File: src/rtl/jac_add_pkg.sv
package jac_add_pkg;

  typedef enum logic [1:0] {
    ALU_ADD = 2'd0,
    ALU_SUB = 2'd1,
    ALU_MUL = 2'd2
  } alu_op_e;

  localparam int IDX_W  = 5;
  localparam int N_REGS = 17;
  localparam int N_IN   = 6;

  // storage slots: temporaries, captured inputs, result coordinates
  localparam logic [IDX_W-1:0] RG_T1 = 5'd0;
  localparam logic [IDX_W-1:0] RG_T2 = 5'd1;
  localparam logic [IDX_W-1:0] RG_T3 = 5'd2;
  localparam logic [IDX_W-1:0] RG_T4 = 5'd3;
  localparam logic [IDX_W-1:0] RG_T5 = 5'd4;
  localparam logic [IDX_W-1:0] RG_T6 = 5'd5;
  localparam logic [IDX_W-1:0] RG_T7 = 5'd6;
  localparam logic [IDX_W-1:0] RG_T8 = 5'd7;
  localparam logic [IDX_W-1:0] RG_PX = 5'd8;
  localparam logic [IDX_W-1:0] RG_PY = 5'd9;
  localparam logic [IDX_W-1:0] RG_PZ = 5'd10;
  localparam logic [IDX_W-1:0] RG_QX = 5'd11;
  localparam logic [IDX_W-1:0] RG_QY = 5'd12;
  localparam logic [IDX_W-1:0] RG_QZ = 5'd13;
  localparam logic [IDX_W-1:0] RG_RX = 5'd14;
  localparam logic [IDX_W-1:0] RG_RY = 5'd15;
  localparam logic [IDX_W-1:0] RG_RZ = 5'd16;

  localparam int N_STEPS = 23;
  localparam int STEP_W  = $clog2(N_STEPS);

  typedef struct packed {
    alu_op_e          op;
    logic [IDX_W-1:0] src_a;
    logic [IDX_W-1:0] src_b;
    logic [IDX_W-1:0] dst;
  } uop_t;

  function automatic uop_t mk_uop(alu_op_e op, logic [IDX_W-1:0] a,
                                  logic [IDX_W-1:0] b, logic [IDX_W-1:0] d);
    uop_t u;
    u.op    = op;
    u.src_a = a;
    u.src_b = b;
    u.dst   = d;
    return u;
  endfunction

endpackage

File: src/rtl/jac_mod_alu.sv
module jac_mod_alu
  import jac_add_pkg::*;
#(
  parameter int         W   = 16,
  parameter logic [W-1:0] MOD = 16'd65521
) (
  input  alu_op_e      op_i,
  input  logic [W-1:0] a_i,
  input  logic [W-1:0] b_i,
  output logic [W-1:0] y_o
);

  localparam int PW = 2 * W;
  localparam logic [PW-1:0] MOD_P = {{W{1'b0}}, MOD};
  localparam logic [W:0]    MOD_S = {1'b0, MOD};

  logic [PW-1:0] prod, prod_red;
  logic [W:0]    sum, sum_red;
  logic [W-1:0]  diff;

  always_comb begin
    prod     = {{W{1'b0}}, a_i} * {{W{1'b0}}, b_i};
    prod_red = prod % MOD_P;
    sum      = {1'b0, a_i} + {1'b0, b_i};
    sum_red  = (sum >= MOD_S) ? (sum - MOD_S) : sum;
    // operands assumed reduced, so one correction suffices
    diff     = (a_i >= b_i) ? (a_i - b_i) : (a_i + (MOD - b_i));
  end

  always_comb begin
    unique case (op_i)
      ALU_ADD: y_o = sum_red[W-1:0];
      ALU_SUB: y_o = diff;
      ALU_MUL: y_o = prod_red[W-1:0];
      default: y_o = '0;
    endcase
  end

endmodule

File: src/rtl/jac_add_prog.sv
module jac_add_prog
  import jac_add_pkg::*;
(
  input  logic [STEP_W-1:0] step_i,
  output uop_t              uop_o
);

  always_comb begin
    unique case (step_i)
      // cross-normalise both operands
      5'd0:  uop_o = mk_uop(ALU_MUL, RG_PZ, RG_PZ, RG_T1); // Pz^2
      5'd1:  uop_o = mk_uop(ALU_MUL, RG_QZ, RG_QZ, RG_T2); // Qz^2
      5'd2:  uop_o = mk_uop(ALU_MUL, RG_PZ, RG_T1, RG_T3); // Pz^3
      5'd3:  uop_o = mk_uop(ALU_MUL, RG_QZ, RG_T2, RG_T4); // Qz^3
      5'd4:  uop_o = mk_uop(ALU_MUL, RG_PX, RG_T2, RG_T5); // U1
      5'd5:  uop_o = mk_uop(ALU_MUL, RG_QX, RG_T1, RG_T2); // U2
      5'd6:  uop_o = mk_uop(ALU_MUL, RG_PY, RG_T4, RG_T6); // S1
      5'd7:  uop_o = mk_uop(ALU_MUL, RG_QY, RG_T3, RG_T4); // S2
      5'd8:  uop_o = mk_uop(ALU_SUB, RG_T2, RG_T5, RG_T7); // H
      5'd9:  uop_o = mk_uop(ALU_SUB, RG_T4, RG_T6, RG_T8); // R
      // result Z
      5'd10: uop_o = mk_uop(ALU_MUL, RG_PZ, RG_QZ, RG_T1);
      5'd11: uop_o = mk_uop(ALU_MUL, RG_T7, RG_T1, RG_RZ);
      // result X
      5'd12: uop_o = mk_uop(ALU_MUL, RG_T8, RG_T8, RG_T2); // R^2
      5'd13: uop_o = mk_uop(ALU_MUL, RG_T7, RG_T7, RG_T3); // H^2
      5'd14: uop_o = mk_uop(ALU_MUL, RG_T7, RG_T3, RG_T4); // H^3
      5'd15: uop_o = mk_uop(ALU_SUB, RG_T2, RG_T4, RG_T1);
      5'd16: uop_o = mk_uop(ALU_MUL, RG_T5, RG_T3, RG_T2); // U1*H^2
      5'd17: uop_o = mk_uop(ALU_ADD, RG_T2, RG_T2, RG_T3); // doubled by self-add
      5'd18: uop_o = mk_uop(ALU_SUB, RG_T1, RG_T3, RG_RX);
      // result Y
      5'd19: uop_o = mk_uop(ALU_SUB, RG_T2, RG_RX, RG_T1);
      5'd20: uop_o = mk_uop(ALU_MUL, RG_T1, RG_T8, RG_T2);
      5'd21: uop_o = mk_uop(ALU_MUL, RG_T6, RG_T4, RG_T3); // S1*H^3
      5'd22: uop_o = mk_uop(ALU_SUB, RG_T2, RG_T3, RG_RY);
      default: uop_o = mk_uop(ALU_ADD, RG_T1, RG_T1, RG_T1);
    endcase
  end

endmodule

File: src/rtl/jac_add_regs.sv
module jac_add_regs
  import jac_add_pkg::*;
#(
  parameter int W = 16
) (
  input  logic             clk_i,
  input  logic             rst_ni,
  input  logic             load_i,
  input  logic [W-1:0]     load_data_i [N_IN],
  input  logic             wr_en_i,
  input  logic [IDX_W-1:0] wr_idx_i,
  input  logic [W-1:0]     wr_data_i,
  output logic [W-1:0]     regs_o [N_REGS]
);

  localparam int IN_BASE = int'(RG_PX);
  localparam int IN_LAST = int'(RG_QZ);

  for (genvar g = 0; g < N_REGS; g++) begin : g_slot
    if (g >= IN_BASE && g <= IN_LAST) begin : g_in
      always_ff @(posedge clk_i or negedge rst_ni) begin
        if (!rst_ni)                                     regs_o[g] <= '0;
        else if (load_i)                                 regs_o[g] <= load_data_i[g-IN_BASE];
        else if (wr_en_i && wr_idx_i == IDX_W'(g))       regs_o[g] <= wr_data_i;
      end
    end else begin : g_work
      always_ff @(posedge clk_i or negedge rst_ni) begin
        if (!rst_ni)                                     regs_o[g] <= '0;
        else if (wr_en_i && wr_idx_i == IDX_W'(g))       regs_o[g] <= wr_data_i;
      end
    end
  end

endmodule

File: src/rtl/jac_point_add.sv
module jac_point_add
  import jac_add_pkg::*;
#(
  parameter int           W   = 16,
  parameter logic [W-1:0] MOD = 16'd65521
) (
  input  logic         clk_i,
  input  logic         rst_ni,
  input  logic         start_i,
  input  logic [W-1:0] p_x_i,
  input  logic [W-1:0] p_y_i,
  input  logic [W-1:0] p_z_i,
  input  logic [W-1:0] q_x_i,
  input  logic [W-1:0] q_y_i,
  input  logic [W-1:0] q_z_i,
  output logic [W-1:0] r_x_o,
  output logic [W-1:0] r_y_o,
  output logic [W-1:0] r_z_o,
  output logic         done_o
);

  localparam logic [STEP_W-1:0] LAST_STEP = STEP_W'(N_STEPS - 1);

  logic              run_q;
  logic [STEP_W-1:0] step_q;
  logic              pz_zero_q, qz_zero_q;
  logic              done_q;
  logic [W-1:0]      rx_q, ry_q, rz_q;

  logic              accept, last;
  uop_t              uop;
  logic [W-1:0]      regs [N_REGS];
  logic [W-1:0]      in_vec [N_IN];
  logic [W-1:0]      opa, opb, res;
  logic [W-1:0]      sel_x, sel_y, sel_z;

  assign accept = start_i && !run_q;
  assign last   = run_q && (step_q == LAST_STEP);

  assign in_vec[0] = p_x_i;
  assign in_vec[1] = p_y_i;
  assign in_vec[2] = p_z_i;
  assign in_vec[3] = q_x_i;
  assign in_vec[4] = q_y_i;
  assign in_vec[5] = q_z_i;

  jac_add_prog i_prog (
    .step_i (step_q),
    .uop_o  (uop)
  );

  assign opa = regs[uop.src_a];
  assign opb = regs[uop.src_b];

  jac_mod_alu #(.W(W), .MOD(MOD)) i_alu (
    .op_i (uop.op),
    .a_i  (opa),
    .b_i  (opb),
    .y_o  (res)
  );

  jac_add_regs #(.W(W)) i_regs (
    .clk_i       (clk_i),
    .rst_ni      (rst_ni),
    .load_i      (accept),
    .load_data_i (in_vec),
    .wr_en_i     (run_q),
    .wr_idx_i    (uop.dst),
    .wr_data_i   (res),
    .regs_o      (regs)
  );

  // infinity bypass chosen only after the full program
  always_comb begin
    if (pz_zero_q) begin
      sel_x = regs[RG_QX];
      sel_y = regs[RG_QY];
      sel_z = regs[RG_QZ];
    end else if (qz_zero_q) begin
      sel_x = regs[RG_PX];
      sel_y = regs[RG_PY];
      sel_z = regs[RG_PZ];
    end else begin
      sel_x = regs[RG_RX];
      sel_y = res;
      sel_z = regs[RG_RZ];
    end
  end

  always_ff @(posedge clk_i or negedge rst_ni) begin
    if (!rst_ni) begin
      run_q     <= 1'b0;
      step_q    <= '0;
      pz_zero_q <= 1'b0;
      qz_zero_q <= 1'b0;
    end else if (accept) begin
      run_q     <= 1'b1;
      step_q    <= '0;
      pz_zero_q <= (p_z_i == '0);
      qz_zero_q <= (q_z_i == '0);
    end else if (run_q) begin
      step_q <= step_q + 1'b1;
      if (last) run_q <= 1'b0;
    end
  end

  always_ff @(posedge clk_i or negedge rst_ni) begin
    if (!rst_ni) begin
      done_q <= 1'b0;
      rx_q   <= '0;
      ry_q   <= '0;
      rz_q   <= '0;
    end else begin
      done_q <= last;
      if (last) begin
        rx_q <= sel_x;
        ry_q <= sel_y;
        rz_q <= sel_z;
      end
    end
  end

  assign r_x_o  = rx_q;
  assign r_y_o  = ry_q;
  assign r_z_o  = rz_q;
  assign done_o = done_q;

endmodule

File: config.mk
export PLATFORM = sky130hd
export DESIGN_NAME = jac_point_add
export DESIGN_NICKNAME = d
export VERILOG_FILES = /design/src/rtl/jac_add_pkg.sv /design/src/rtl/jac_mod_alu.sv /design/src/rtl/jac_add_prog.sv /design/src/rtl/jac_add_regs.sv /design/src/rtl/jac_point_add.sv
export SDC_FILE = /design/constraint.sdc
export NUM_CORES = 2
export LEC_CHECK = 0
export BUFFER_PORTS_ARGS = -buffer_cell sky130_fd_sc_hd__clkbuf_2
export CAP_MARGIN = 10
export CORE_AREA = 3 3 403 405
export CTS_CLUSTER_SIZE = 12
export DETAILED_ROUTE_END_ITERATION = 10
export DIE_AREA = 0 0 406 408
export GPL_TIMING_DRIVEN = 0
export HOLD_SLACK_MARGIN = 0.02
export SETUP_SLACK_MARGIN = 0.5
export SYNTH_ARGS = -nofsm -noshare
export SYNTH_HDL_FRONTEND = slang
export SYNTH_SLANG_ARGS = --single-unit
File: constraint.sdc
create_clock -name clk_i -period 30.6 [get_ports clk_i]
set_input_delay 0 -clock clk_i [delete_from_list [all_inputs] [get_ports clk_i]]
set_output_delay 0 -clock clk_i [all_outputs]
set_load 0.005 [all_outputs]
==> summary.md <==
| Metric | Value |
|---|---|
| Core Area | 0.1587 sq mm |
| Mapped cell area | 0.03964 sq mm |
| Post-synth top area share | 20.77% |
| Die area | 0.1656 sq mm |
| H-tree depth | 2 |
| Slew HR | 23.95% |
| Async S/R FF share, synth | 100.0% |
| Die Y | 408 microns |
| Largest stage delay, worst path | 600 ps |
| Register area share after synthesis | 20.77% |
| Drt pass-1 iters | 5 |
| Total grt overflow | 0 |
| Reg-to-Reg End | i_regs.regs_o[231] |
| Minimum clock period | 29110 ps |
| Fillers | 16870 |
| Synth area leaders | dfrtp_1 (21%), fa_1 (10%), nand2_1 (7.1%) |
| Initial DRC Count | 4087 |
| Cell Rows | 146 |
| Initial antenna violation count | 11 |
| Final clock skew | 28.76 ps |
| R2r worst-path depth | 96 |
| Area Overhead vs Synth | 17.37% |
| Routed wire per std cell | 22.27 microns |
| Slew @ Worst Pin | 1141 ps |
| Hpwl dp | 126800 microns |
| Most common cell in the netlist | nand2_1 |
| CP Launch Type | flip-flop |
| Io pins | 148 |
| Max cap viols | 0 |
| Clock Pin Slew Worst Setup and Hold Paths | 60 ps |
| CP Launch Point | step_q[0] |
| Final Max Tran Viols | 0 |
| Syn Inst Count | 4757 |
| Data arrival time of the critical path | 29570 ps |
| Die X | 406 microns |
| Yosys reg bits | 329 |
| CP endpoint | i_regs.regs_o[231] |
| Number of synthesized flops with an enable pin | 0 |
| Post-synthesis cell type count | 142 |
| Clock Latency Late Sink | 590 ps |
| Total Nets Final | 5552 |
| CTS buffer count | 40 |
| Vias in the first global route | 38470 |
| R2r setup slk | 1490 ps |
| CTS root buf | clkbuf_16 |
| Largest net degree at the start of global routing | 105 |
| Run status | completed |
| Placer Congestion | 0.9844 |
| Avg Cell Area, Syn | 8.334 sq um |
| Critical path capture point type | flip-flop |
| Final setup vio count | 0 |
| Drt via density | 5.489 |
| CP max-delay cell | o41a_1 |
| Residual DRC count | 0 |
| Worst Hold Class | in2reg |
| Hold slack | 173.8 ps |
| Crit path max fanout | 11 |
| Initial core utilization | 24.97% |
| Synthesis warning total | 0 |
| Primary FF master, synth | dfrtp_1 |
| Final number of hold-violating endpoints | 0 |
| Synth Net Count | 5233 |
| Crit path required time | 31060 ps |
| Post-DRT Antenna Nets | 0 |
| RSZ-0062 raised after global routing | false |
| Clock Sinks | 329 |
| GRT Resource Usage Total | 18.66% |
| Post-synth top area cell | dfrtp_1 |
| Final worst-path cycle share | 95.14% |
| Total number of vias | 39420 |
| Crit path kind | reg2reg |
| PortBufs | 147 |
| Maximum clock insertion buffer count | 3 |
| Critical R2R Launch | step_q[0] |
| Most frequent cells after synthesis | nand2_1 (747), nor2_1 (364), inv_1 (333) |
| First-pass GRT wire length | 241000 microns |
| CP dominant cell by count | buf_4 |
| CTS tree | built |
| Max frequency | 34.35 MHz |
| Layout cells sized above 1 | 17.43% |
| Routed WL | 160000 microns |
==> critical path, delay by kind of cell (launching register included) <==
kind	cells	cell delay (ps)
and+or+nand+nor	31	9150
xor gates and xnor gates	5	1290
buffers and inverters	18	3750
AOI/OAI and AO/OA	27	8020
muxes	5	1850
DFF	1	490
adders and majority gates	10	4370
==> metrics by stage <==
step	setup TNS (ps)	worst slack (ps)	area (sq um)	util (%)	cells
floorplan	0	4236	39640	-	4757
CTS	0	509.1	45660	28.76	7152
global placement	-533820	-2897	42970	27.07	6976
detailed placement	-417140	-2353	43120	27.16	6985
finish	0	1488	46530	29.31	7182
global route	0	320.3	46510	29.30	7173
==> layout make-up <==
class | instances | area [sq um] | area share [%]
repair buffers | 277 | 2036 | 4.375
inverters | 344 | 1316 | 2.829
clock inverters | 17 | 244.0 | 0.5244
multi-input cells | 3823 | 29560 | 63.54
plain buffers | 261 | 1413 | 3.036
well taps | 2072 | 2592 | 5.572
flip-flops and latches | 329 | 8233 | 17.69
diodes | 9 | 22.52 | 0.04840
clock buffers | 50 | 1109 | 2.382
==> routing by layer <==
metal | global-route usage (%) | vias to the layer above | wire length [microns]
li1 | - | 17620 | -
met3 | 3.918 | 416 | 15190
met1 | 24.87 | 19450 | 65940
met2 | 29.51 | 1928 | 71780
met4 | 7.088 | 6 | 7007
met5 | 0 | - | 46
==> how the worst min path moves through the flow <==
stage / slack, ps / to / startpoint / depth (start not counted)
final: 170 / i_regs.regs_o[99] / p_z_i[3] / 4
after global placement: 210 / i_regs.regs_o[87] / q_x_i[7] / 3
after CTS: 150 / i_regs.regs_o[120] / p_y_i[8] / 4
after detailed placement: 20 / r_x_o[5] / rst_ni / 1
after global routing: 180 / i_regs.regs_o[121] / p_y_i[9] / 4
after floorplan: -300 / done_o / rst_ni / 0
==> placed cells by master, fill, tap and decap left out, drive strengths merged, types with 79 or more instances in the layout <==
| cell | count |
|---|---|
| a21oi | 284 |
| a211oi | 111 |
| dlygate4sd3 | 101 |
| nand3 | 96 |
| xnor2 | 150 |
| o21ai | 246 |
| a31oi | 79 |
| clkbuf | 364 |
| inv | 334 |
| nand2 | 747 |
| mux2 | 195 |
| dfrtp | 329 |
| buf | 110 |
| ha | 178 |
| and2 | 87 |
| nor2 | 368 |
| fa | 199 |
| nor3 | 87 |
==> kinds of logic (layout without fill, tap and decap cells) <==
family / after synthesis / in the layout / share of synthesized area (%)
AO/OA/AOI/OAI: 1182 / 1182 / 20.81
XOR/XNOR: 202 / 202 / 4.539
adder cells (fa/ha/maj): 377 / 377 / 15.67
buffers and inverters: 605 / 949 / 6.401
flip-flops: 329 / 329 / 20.77
multiplexers: 333 / 333 / 11.14
other: 0 / 9 / 0
AND/OR/NAND/NOR: 1729 / 1729 / 20.68
==> flip-flops by register name, indices dropped and copies added, names as in the netlist <==
register,flops
r_y_o,16
step_q,5
run_q,1
r_z_o,16
r_x_o,16
i_regs.regs_o,272
done_o,1
pz_zero_q,1
qz_zero_q,1
==> what timing repair did <==
action	in CTS	in global routing
hold buffers	100	0
pin swaps	0	12
hold endpoints to repair	345	0
gates resized for setup	78	252
endpoints found under the setup margin	208	208
setup buffers	0	20
Power is left out: the tool's default activity adds up to more than one toggle a clock period on the data nets, which glitch-free logic cannot reach.
